[src/rtl/uart_irq_pkg.sv]
package uart_irq_pkg;
    localparam int STAT_W = 5;
    localparam int B_ER   = 0;
    localparam int B_BRK  = 1;
    localparam int B_DR   = 2;
    localparam int B_RDF  = 3;
    localparam int B_TDFE = 4;

    typedef enum logic [1:0] {
        FL_CLEAR = 2'd0,
        FL_SET   = 2'd1,
        FL_ARMED = 2'd2
    } flag_state_t;

    typedef enum logic [2:0] {
        SRC_NONE = 3'd0,
        SRC_ERR  = 3'd1,
        SRC_RXF  = 3'd2,
        SRC_BRK  = 3'd3,
        SRC_TXE  = 3'd4
    } irq_src_t;
endpackage

[src/rtl/flag_cell.sv]
module flag_cell
    import uart_irq_pkg::*;
#(
    parameter bit RESET_SET = 1'b0
) (
    input  logic clk,
    input  logic rst_n,
    input  logic set_req,
    input  logic clr_ok,
    input  logic rd_stb,
    input  logic wr_stb,
    input  logic wr_bit,
    output logic flag_o
);
    localparam flag_state_t RST_STATE = RESET_SET ? FL_SET : FL_CLEAR;

    flag_state_t state_q, state_d;

    // state register
    always_ff @(posedge clk or negedge rst_n) begin
        if (!rst_n) state_q <= RST_STATE;
        else        state_q <= state_d;
    end

    // next state
    always_comb begin
        state_d = state_q;
        unique case (state_q)
            FL_CLEAR: begin
                if (set_req) state_d = FL_SET;
            end
            FL_SET: begin
                if (rd_stb) state_d = FL_ARMED;
            end
            FL_ARMED: begin
                if (wr_stb && !wr_bit && clr_ok)
                    state_d = set_req ? FL_SET : FL_CLEAR;
            end
            default: state_d = FL_CLEAR;
        endcase
    end

    // outputs
    always_comb begin
        flag_o = (state_q != FL_CLEAR);
    end

    // a flag may only fall after an armed write of 0
    assert_clear_needs_arm_R6: assert property (@(posedge clk) disable iff (!rst_n)
        $fell(flag_o) |-> $past(state_q == FL_ARMED && wr_stb && !wr_bit));

    // a set condition is visible one edge later
    assert_set_lands_R5: assert property (@(posedge clk) disable iff (!rst_n)
        set_req |=> flag_o);
endmodule

[src/rtl/irq_route.sv]
module irq_route
    import uart_irq_pkg::*;
(
    input  logic              clk,
    input  logic              rst_n,
    input  logic [STAT_W-1:0] flags,
    input  logic              tx_en,
    input  logic              rx_en,
    output logic              err_irq,
    output logic              rxf_irq,
    output logic              brk_irq,
    output logic              txe_irq,
    output logic              dma_tx_req,
    output logic              dma_rx_req
);
    always_comb begin
        err_irq    = flags[B_ER]  & rx_en;
        rxf_irq    = (flags[B_RDF] | flags[B_DR]) & rx_en;
        brk_irq    = flags[B_BRK] & rx_en;
        txe_irq    = flags[B_TDFE] & tx_en;
        dma_tx_req = flags[B_TDFE] & tx_en;
        dma_rx_req = flags[B_RDF] & rx_en;
    end

    // a receive DMA request always comes with a receive interrupt
    assert_dma_rx_pairs_R8: assert property (@(posedge clk) disable iff (!rst_n)
        dma_rx_req |-> rxf_irq);
endmodule

[src/rtl/irq_prio.sv]
module irq_prio
    import uart_irq_pkg::*;
(
    input  logic       clk,
    input  logic       rst_n,
    input  logic       err_irq,
    input  logic       rxf_irq,
    input  logic       brk_irq,
    input  logic       txe_irq,
    output logic [2:0] irq_src
);
    irq_src_t src;

    always_comb begin
        if (err_irq)      src = SRC_ERR;
        else if (rxf_irq) src = SRC_RXF;
        else if (brk_irq) src = SRC_BRK;
        else if (txe_irq) src = SRC_TXE;
        else              src = SRC_NONE;
        irq_src = src;
    end

    // a lower-priority code never hides a higher active request
    assert_prio_order_R9: assert property (@(posedge clk) disable iff (!rst_n)
        (irq_src == SRC_BRK) |-> (!err_irq && !rxf_irq && brk_irq));
    assert_none_idle_R9: assert property (@(posedge clk) disable iff (!rst_n)
        (irq_src == SRC_NONE) |-> !(err_irq || rxf_irq || brk_irq || txe_irq));
endmodule

[src/rtl/uart_irq_flagctl.sv]
module uart_irq_flagctl
    import uart_irq_pkg::*;
#(
    parameter int FIFO_DEPTH = 16,
    localparam int CNT_W = $clog2(FIFO_DEPTH + 1)
) (
    input  logic              clk,
    input  logic              rst_n,
    input  logic [CNT_W-1:0]  tx_count,
    input  logic [CNT_W-1:0]  rx_count,
    input  logic [CNT_W-1:0]  tx_trig,
    input  logic [CNT_W-1:0]  rx_trig,
    input  logic              rx_err_evt,
    input  logic              brk_evt,
    input  logic              rdy_evt,
    input  logic              tx_irq_en,
    input  logic              rx_irq_en,
    input  logic              stat_rd,
    input  logic              stat_wr,
    input  logic [STAT_W-1:0] stat_wdata,
    output logic [STAT_W-1:0] stat_rdata,
    output logic              err_irq,
    output logic              rxf_irq,
    output logic              brk_irq,
    output logic              txe_irq,
    output logic              dma_tx_req,
    output logic              dma_rx_req,
    output logic [2:0]        irq_src
);
    logic [STAT_W-1:0] set_vec;
    logic [STAT_W-1:0] clr_vec;
    logic [STAT_W-1:0] flags;
    logic              tx_low;
    logic              rx_high;

    always_comb begin
        tx_low          = (tx_count <= tx_trig);
        rx_high         = (rx_count >= rx_trig);
        set_vec         = '0;
        set_vec[B_ER]   = rx_err_evt;
        set_vec[B_BRK]  = brk_evt;
        set_vec[B_DR]   = rdy_evt;
        set_vec[B_RDF]  = rx_high;
        set_vec[B_TDFE] = tx_low;
        clr_vec         = '1;
        clr_vec[B_RDF]  = !rx_high;
        clr_vec[B_TDFE] = !tx_low;
    end

    for (genvar g = 0; g < STAT_W; g++) begin : g_flag
        flag_cell #(.RESET_SET(g == B_TDFE)) u_cell (
            .clk     (clk),
            .rst_n   (rst_n),
            .set_req (set_vec[g]),
            .clr_ok  (clr_vec[g]),
            .rd_stb  (stat_rd),
            .wr_stb  (stat_wr),
            .wr_bit  (stat_wdata[g]),
            .flag_o  (flags[g])
        );
    end

    assign stat_rdata = flags;

    irq_route u_route (
        .clk        (clk),
        .rst_n      (rst_n),
        .flags      (flags),
        .tx_en      (tx_irq_en),
        .rx_en      (rx_irq_en),
        .err_irq    (err_irq),
        .rxf_irq    (rxf_irq),
        .brk_irq    (brk_irq),
        .txe_irq    (txe_irq),
        .dma_tx_req (dma_tx_req),
        .dma_rx_req (dma_rx_req)
    );

    irq_prio u_prio (
        .clk     (clk),
        .rst_n   (rst_n),
        .err_irq (err_irq),
        .rxf_irq (rxf_irq),
        .brk_irq (brk_irq),
        .txe_irq (txe_irq),
        .irq_src (irq_src)
    );

    // a low transmit FIFO leaves the empty flag set on the next edge
    assert_tdfe_level_R3: assert property (@(posedge clk) disable iff (!rst_n)
        (tx_count <= tx_trig) |=> stat_rdata[B_TDFE]);
    // a full receive FIFO leaves the full flag set on the next edge
    assert_rdf_level_R4: assert property (@(posedge clk) disable iff (!rst_n)
        (rx_count >= rx_trig) |=> stat_rdata[B_RDF]);
    // a flag never falls on a cycle without a write
    assert_no_silent_clear_R6: assert property (@(posedge clk) disable iff (!rst_n)
        !stat_wr |=> ($past(stat_rdata) & ~stat_rdata) == '0);
endmodule

[config.mk]
export PLATFORM = sky130hd
export DESIGN_NAME = uart_irq_flagctl
export DESIGN_NICKNAME = d
export VERILOG_FILES = /design/src/rtl/uart_irq_pkg.sv /design/src/rtl/flag_cell.sv /design/src/rtl/irq_route.sv /design/src/rtl/irq_prio.sv /design/src/rtl/uart_irq_flagctl.sv
export SDC_FILE = /design/constraint.sdc
export NUM_CORES = 1
export LEC_CHECK = 0
export BUFFER_PORTS_ARGS = -buffer_cell sky130_fd_sc_hd__clkbuf_2
export CORE_UTILIZATION = 34
export DETAILED_ROUTE_END_ITERATION = 10
export HOLD_SLACK_MARGIN = 0.08
export PLACE_DENSITY = 0.68
export SLEW_MARGIN = 40
export SYNTH_ARGS = -nofsm -noshare
export SYNTH_HDL_FRONTEND = slang
export SYNTH_SLANG_ARGS = --single-unit
[constraint.sdc]
create_clock -name clk -period 1.4 [get_ports clk]
set_input_delay 0.07 -clock clk [delete_from_list [all_inputs] [get_ports clk]]
set_output_delay 0.07 -clock clk [all_outputs]
set_load 0.03 [all_outputs]
After elaboration in Yosys (flattened, before gate mapping)
Cells that the tools add are included.
- order comparisons: 2
- equality and inequality tests: 25
- multiplexer cells: 25
- bitwise operators: 6
- reductions and logical operators: 29
- operators with widths (kind ; count):
    2-bit one-hot mux with 3 select lines ; 5
    2-bit 2-to-1 mux ; 11
    2-bit != test, second input constant ; 8
    3-bit AND reduction ; 5
    2-bit by 1-bit != test with 1-bit output, second input constant ; 7
    3-bit 2-to-1 mux ; 4
    2-bit by 1-bit == test with 1-bit output, second input constant ; 5
    2-bit == test, second input constant ; 5
    2-bit logical NOT ; 5
    2-bit nonzero test ; 5
    1-bit logical AND ; 7
    1-bit logical NOT ; 7
    1-bit bitwise AND ; 5
    5-bit greater-or-equal comparator ; 1
    5-bit <= comparator ; 1
    1-bit 2-to-1 mux ; 5
    1-bit bitwise OR ; 1
- bits in registers: 10
- input port bits: 34

Logic depth before layout (Yosys ltp)
- word-level depth: 6
- mapped depth: 6
- mapped depth without buffers: 6

By module
From an unflattened synthesis, not the netlist that was laid out.
- cell total of the unflattened synthesis: 100
- area, all modules: 838.3 µm²
- by module, submodules not included (module ; times used ; cells each ; area an instance (µm²) ; seq. area each (µm²)):
    flag_cell (g_flag[0].u_cell ...) ; 4 ; 10 ; 100.1 ; 50.0
    uart_irq_flagctl ; 1 ; 39 ; 261.5 ; 0.0
    flag_cell (g_flag[4].u_cell) ; 1 ; 10 ; 101.3 ; 51.3
    irq_route ; 1 ; 6 ; 40.0 ; 0.0
    irq_prio ; 1 ; 5 ; 35.0 ; 0.0

Worst setup path before layout
Ideal clock, no wire load.
- path kind: reg-to-output
- from: reg g_flag[3].u_cell.state_q[1]
- to: out irq_src[0]
- arrival: 1633 ps
- data required time: 1330 ps
- setup slack: -303 ps
- cell stages (with the launch flop): 3
- path buffers: 0
- cell sequence: dfrtp_1 -> or4_1 -> o21ai_0
- longest elaborated chain between the ends: 5
- ends and longest elaborated chain (what ; line ; source):
    from (decl) ; flag_cell.sv:17 ; flag_state_t state_q, state_d;
    from (signal assigned) ; flag_cell.sv:22 ; else state_q <= state_d;
    2-bit nonzero test ; flag_cell.sv:45 ; flag_o = (state_q != FL_CLEAR);
    1-bit bitwise OR ; irq_route.sv:18 ; rxf_irq = (flags[B_RDF] | flags[B_DR]) & rx_en;
    1-bit bitwise AND ; irq_route.sv:18 ;
    3-bit 2-to-1 mux ; irq_prio.sv:16 ; else if (rxf_irq) src = SRC_RXF;
    3-bit 2-to-1 mux ; irq_prio.sv:15 ; if (err_irq) src = SRC_ERR;
    to (decl) ; uart_irq_flagctl.sv:28 ; output logic [2:0] irq_src
Every way passes these cells.

Worst setup path after layout
- from: reg g_flag[2].u_cell.state_q[1]
- to: out irq_src[2]
- longest elaborated chain between the ends: 5
- ends and longest elaborated chain (what ; line):
    from (decl) ; flag_cell.sv:17
    from (signal assigned) ; flag_cell.sv:22
    2-bit nonzero test ; flag_cell.sv:45
    1-bit bitwise OR ; irq_route.sv:18
    1-bit bitwise AND ; irq_route.sv:18
    3-bit 2-to-1 mux ; irq_prio.sv:16
    3-bit 2-to-1 mux ; irq_prio.sv:15
Every way passes these cells.

==> impl_metrics.tcl <==
set metrics [dict create \
    status "finished with violations" \
    violations "setup timing" \
    syn-mean-instance-area_sq_um 8.416 \
    yosysTopAreaCell "dfrtp_1" \
    path_depth 5 \
    start_kind "flop" \
    min_period_ns 1.785 \
    ir_drop_v 0.001176 \
    grt_max_degree 11 \
    skew_ns 0.004135 \
    postLayoutSetupSlackWorst_ns -0.3846 \
    grt_pass1_vias 783 \
    p_per_area_nw_per_um2 1945 \
    wl_per_cell_microns 10.23 \
    grtUsageTotal_pct 15.35 \
    io-pin-count 48 \
    critPathMaxStageDelay_ns 0.53 \
    arrival_ns 1.71 \
    mostFrequentLayoutCell "clkbuf_2" \
    hp-class "primary input to flop" \
    die_h_microns 50.49 \
    clock-root-buffer "clkbuf_4" \
    antenna_found_initial 0 \
    largest_reg_flops 10 \
    maxCapViolations 0 \
    cts_tree "yes" \
    worst-path-max-fanout 2 \
    seqCellArea_sq_um 251.5 \
    drc_errors 0 \
    ys_seq_area_share_pct 31.46 \
    cts_buffers 3 \
    worstMarginPinSlew_ns 0.4296 \
    finalNonFillerCells 181 \
    leakage_nw 0.7004 \
    drive_gt1_share_pct 47.71 \
    dp_cells 170 \
    reg_top3 "g_flag.u_cell.state_q x10" \
    end_kind "primary output" \
    cp_slowest_cell "or4_4" \
    fmax_mhz 560.4 \
    cts_sinks 10 \
    io_buffers 47 \
    critPathBufInv 1 \
    die_area_sq_um 2549 \
    syn_area_sq_um 799.5 \
    ctsLongestPathBuffers 2 \
    die_w_microns 50.49 \
    drt_iter0_drc 5 \
    syn_nets 139 \
    insertion_delay_ns 0.26 \
    vias 857 \
    dp_hpwl_mm 1.468 \
    wirelength_mm 1.852 \
    crit_required_ns 1.33 \
    ant_nets 0 \
    r2r_cells 4 \
    synth-seq-cells 10 \
    synth_cell_types 28 \
    path_delay_family "simple AND/OR/NAND/NOR gates" \
    fin_area_sq_um 1242 \
    grt_pass1_wl_mm 3.029 \
    synth_cells 95 \
    maxSlewViolCount 0 \
    setup_viol 5 \
    min_path_cells 2 \
    layout_common_cells "clkbuf_2, inv_1, buf_4" \
    dr.pass1.iters 4 \
    slew_headroom_pct 70.62 \
    num-nets-final 198 \
    finalHoldViolCount 0 \
    syn_to_final_growth_pct 55.40 \
    diodes 0 \
    ys_top_cells_by_area "dfrtp_1, ha_1, inv_1" \
    cts_htree_levels 1 \
    grt_overflow 0 \
    critPathKind "flop to primary output" \
    synth_top_area_share_pct 28.17 \
    dpl_cell_area_sq_um 1075 \
    row_count 17 \
    period_share_pct 127.5 \
    regMostFlops "g_flag.u_cell.state_q" \
    multi_input_area_sq_um 465.4 \
    place_congestion 0.7221 \
    initial_core_util_pct 36.14 \
    rsz0062_at_grt "yes" \
    post-place-ws_ns -0.1815 \
    fill_cells 199 \
    design.core.area_sq_um 2212 \
    yosysWarningCount 0 \
    drt-vias-per-instance 4.735 \
    clk_pin_slew_ns 0.07 \
    worstPathCellList "or4_4 > and2_4 > nor2_4 > and3_4 > buf_8" \
]
[metrics by stage]
stage / power (mW) / setup TNS (ns) / util [%] / hold WS (ns)
2_1_floorplan: 1.586 / -0.1889 / - / -0.2256
3_3_place_gp: 1.856 / -0.1497 / 48.59 / -0.05848
3_5_place_dp: 1.893 / -0.2191 / 48.59 / -0.05502
4_1_cts: 2.327 / -1.183 / 55.20 / 0.09822
5_1_grt: 2.575 / -1.269 / 56.17 / 0.1176
6_report: 2.417 / -1.052 / 56.17 / 0.1098
[per-layer routing]
layer	global-route usage (%)	part of all wire [%]
met2	30.00	54
met3	0.9091	3.3
met1	17.11	43
met5	0	0
met4	5.556	0
[worst register-to-register path, stage by stage (launching register included)]
cell and delay [ns]:
dfrtp_1 0.36, buf_6 0.12, nand2_1 0.04, a2111oi_0 0.35, a21oi_1 0.13
[final cells by class]
cell class / count / share of cell area (%)
multi-input cells: 64 / 37.46
repair buffers: 60 / 32.02
inverters: 15 / 4.532
flip-flops and latches: 10 / 20.24
well taps: 28 / 2.820
clock buffers: 4 / 2.920
[kinds of logic after synthesis]
group / after synthesis / synth area share [%]
flops: 10 / 31.46
fa+ha+maj: 10 / 15.65
mux: 1 / 1.252
compound gates: 24 / 19.09
simple gates: 29 / 19.88
buf+inv: 21 / 12.68
[timing repair]
item / 4_1_cts / 5_1_grt
hold endpoints to repair: 14 / 0
buffers inserted: 2 / 0
hold buffers: 5 / 0
gates resized for setup: 13 / 16
pin swaps: 0 / 1
setup endpoints to repair: 7 / 9
[path summary, 6_finish.rpt]
check	from	endpoint	slack, ns
max	g_flag[2].u_cell.state_q[1]	irq_src[2]	-0.38
min	stat_rd	g_flag[2].u_cell.state_q[0]	0.11
max reg2reg	g_flag[3].u_cell.state_q[1]	g_flag[3].u_cell.state_q[1]	0.28
min reg2reg	g_flag[1].u_cell.state_q[0]	g_flag[1].u_cell.state_q[0]	0.55
max in group asynchronous	rst_n	g_flag[4].u_cell.state_q[0]	0.94
min in group asynchronous	rst_n	g_flag[1].u_cell.state_q[0]	0.19
[synthesized netlist by cell type, drive strengths merged]
| library cell | n |
|---|---|
| dfstp | 1 |
| o21a | 1 |
| and3 | 1 |
| o31a | 1 |
| nand2b | 3 |
| a2111oi | 1 |
| a21oi | 4 |
| or4 | 1 |
| nand3 | 1 |
| a21o | 1 |
| buf | 6 |
| ha | 10 |
| nor2b | 1 |
| o32ai | 1 |
| inv | 15 |
| o21ai | 6 |
| and2 | 3 |
| nand2 | 9 |
| dfrtp | 9 |
| mux2i | 1 |
| nand4 | 1 |
| a211oi | 2 |
| a21boi | 1 |
| or2 | 5 |
| o22ai | 6 |
| nor2 | 4 |
[power by group]
part / internal, mW / total, mW / leakage [nW] / switching (mW)
registers: 0.440 / 0.520 / 0.124 / 0.0804
clock network: 0.158 / 0.261 / 0.0210 / 0.103
logic: 0.761 / 1.64 / 0.556 / 0.875
No activity file was read; power rests on OpenSTA's default activity.
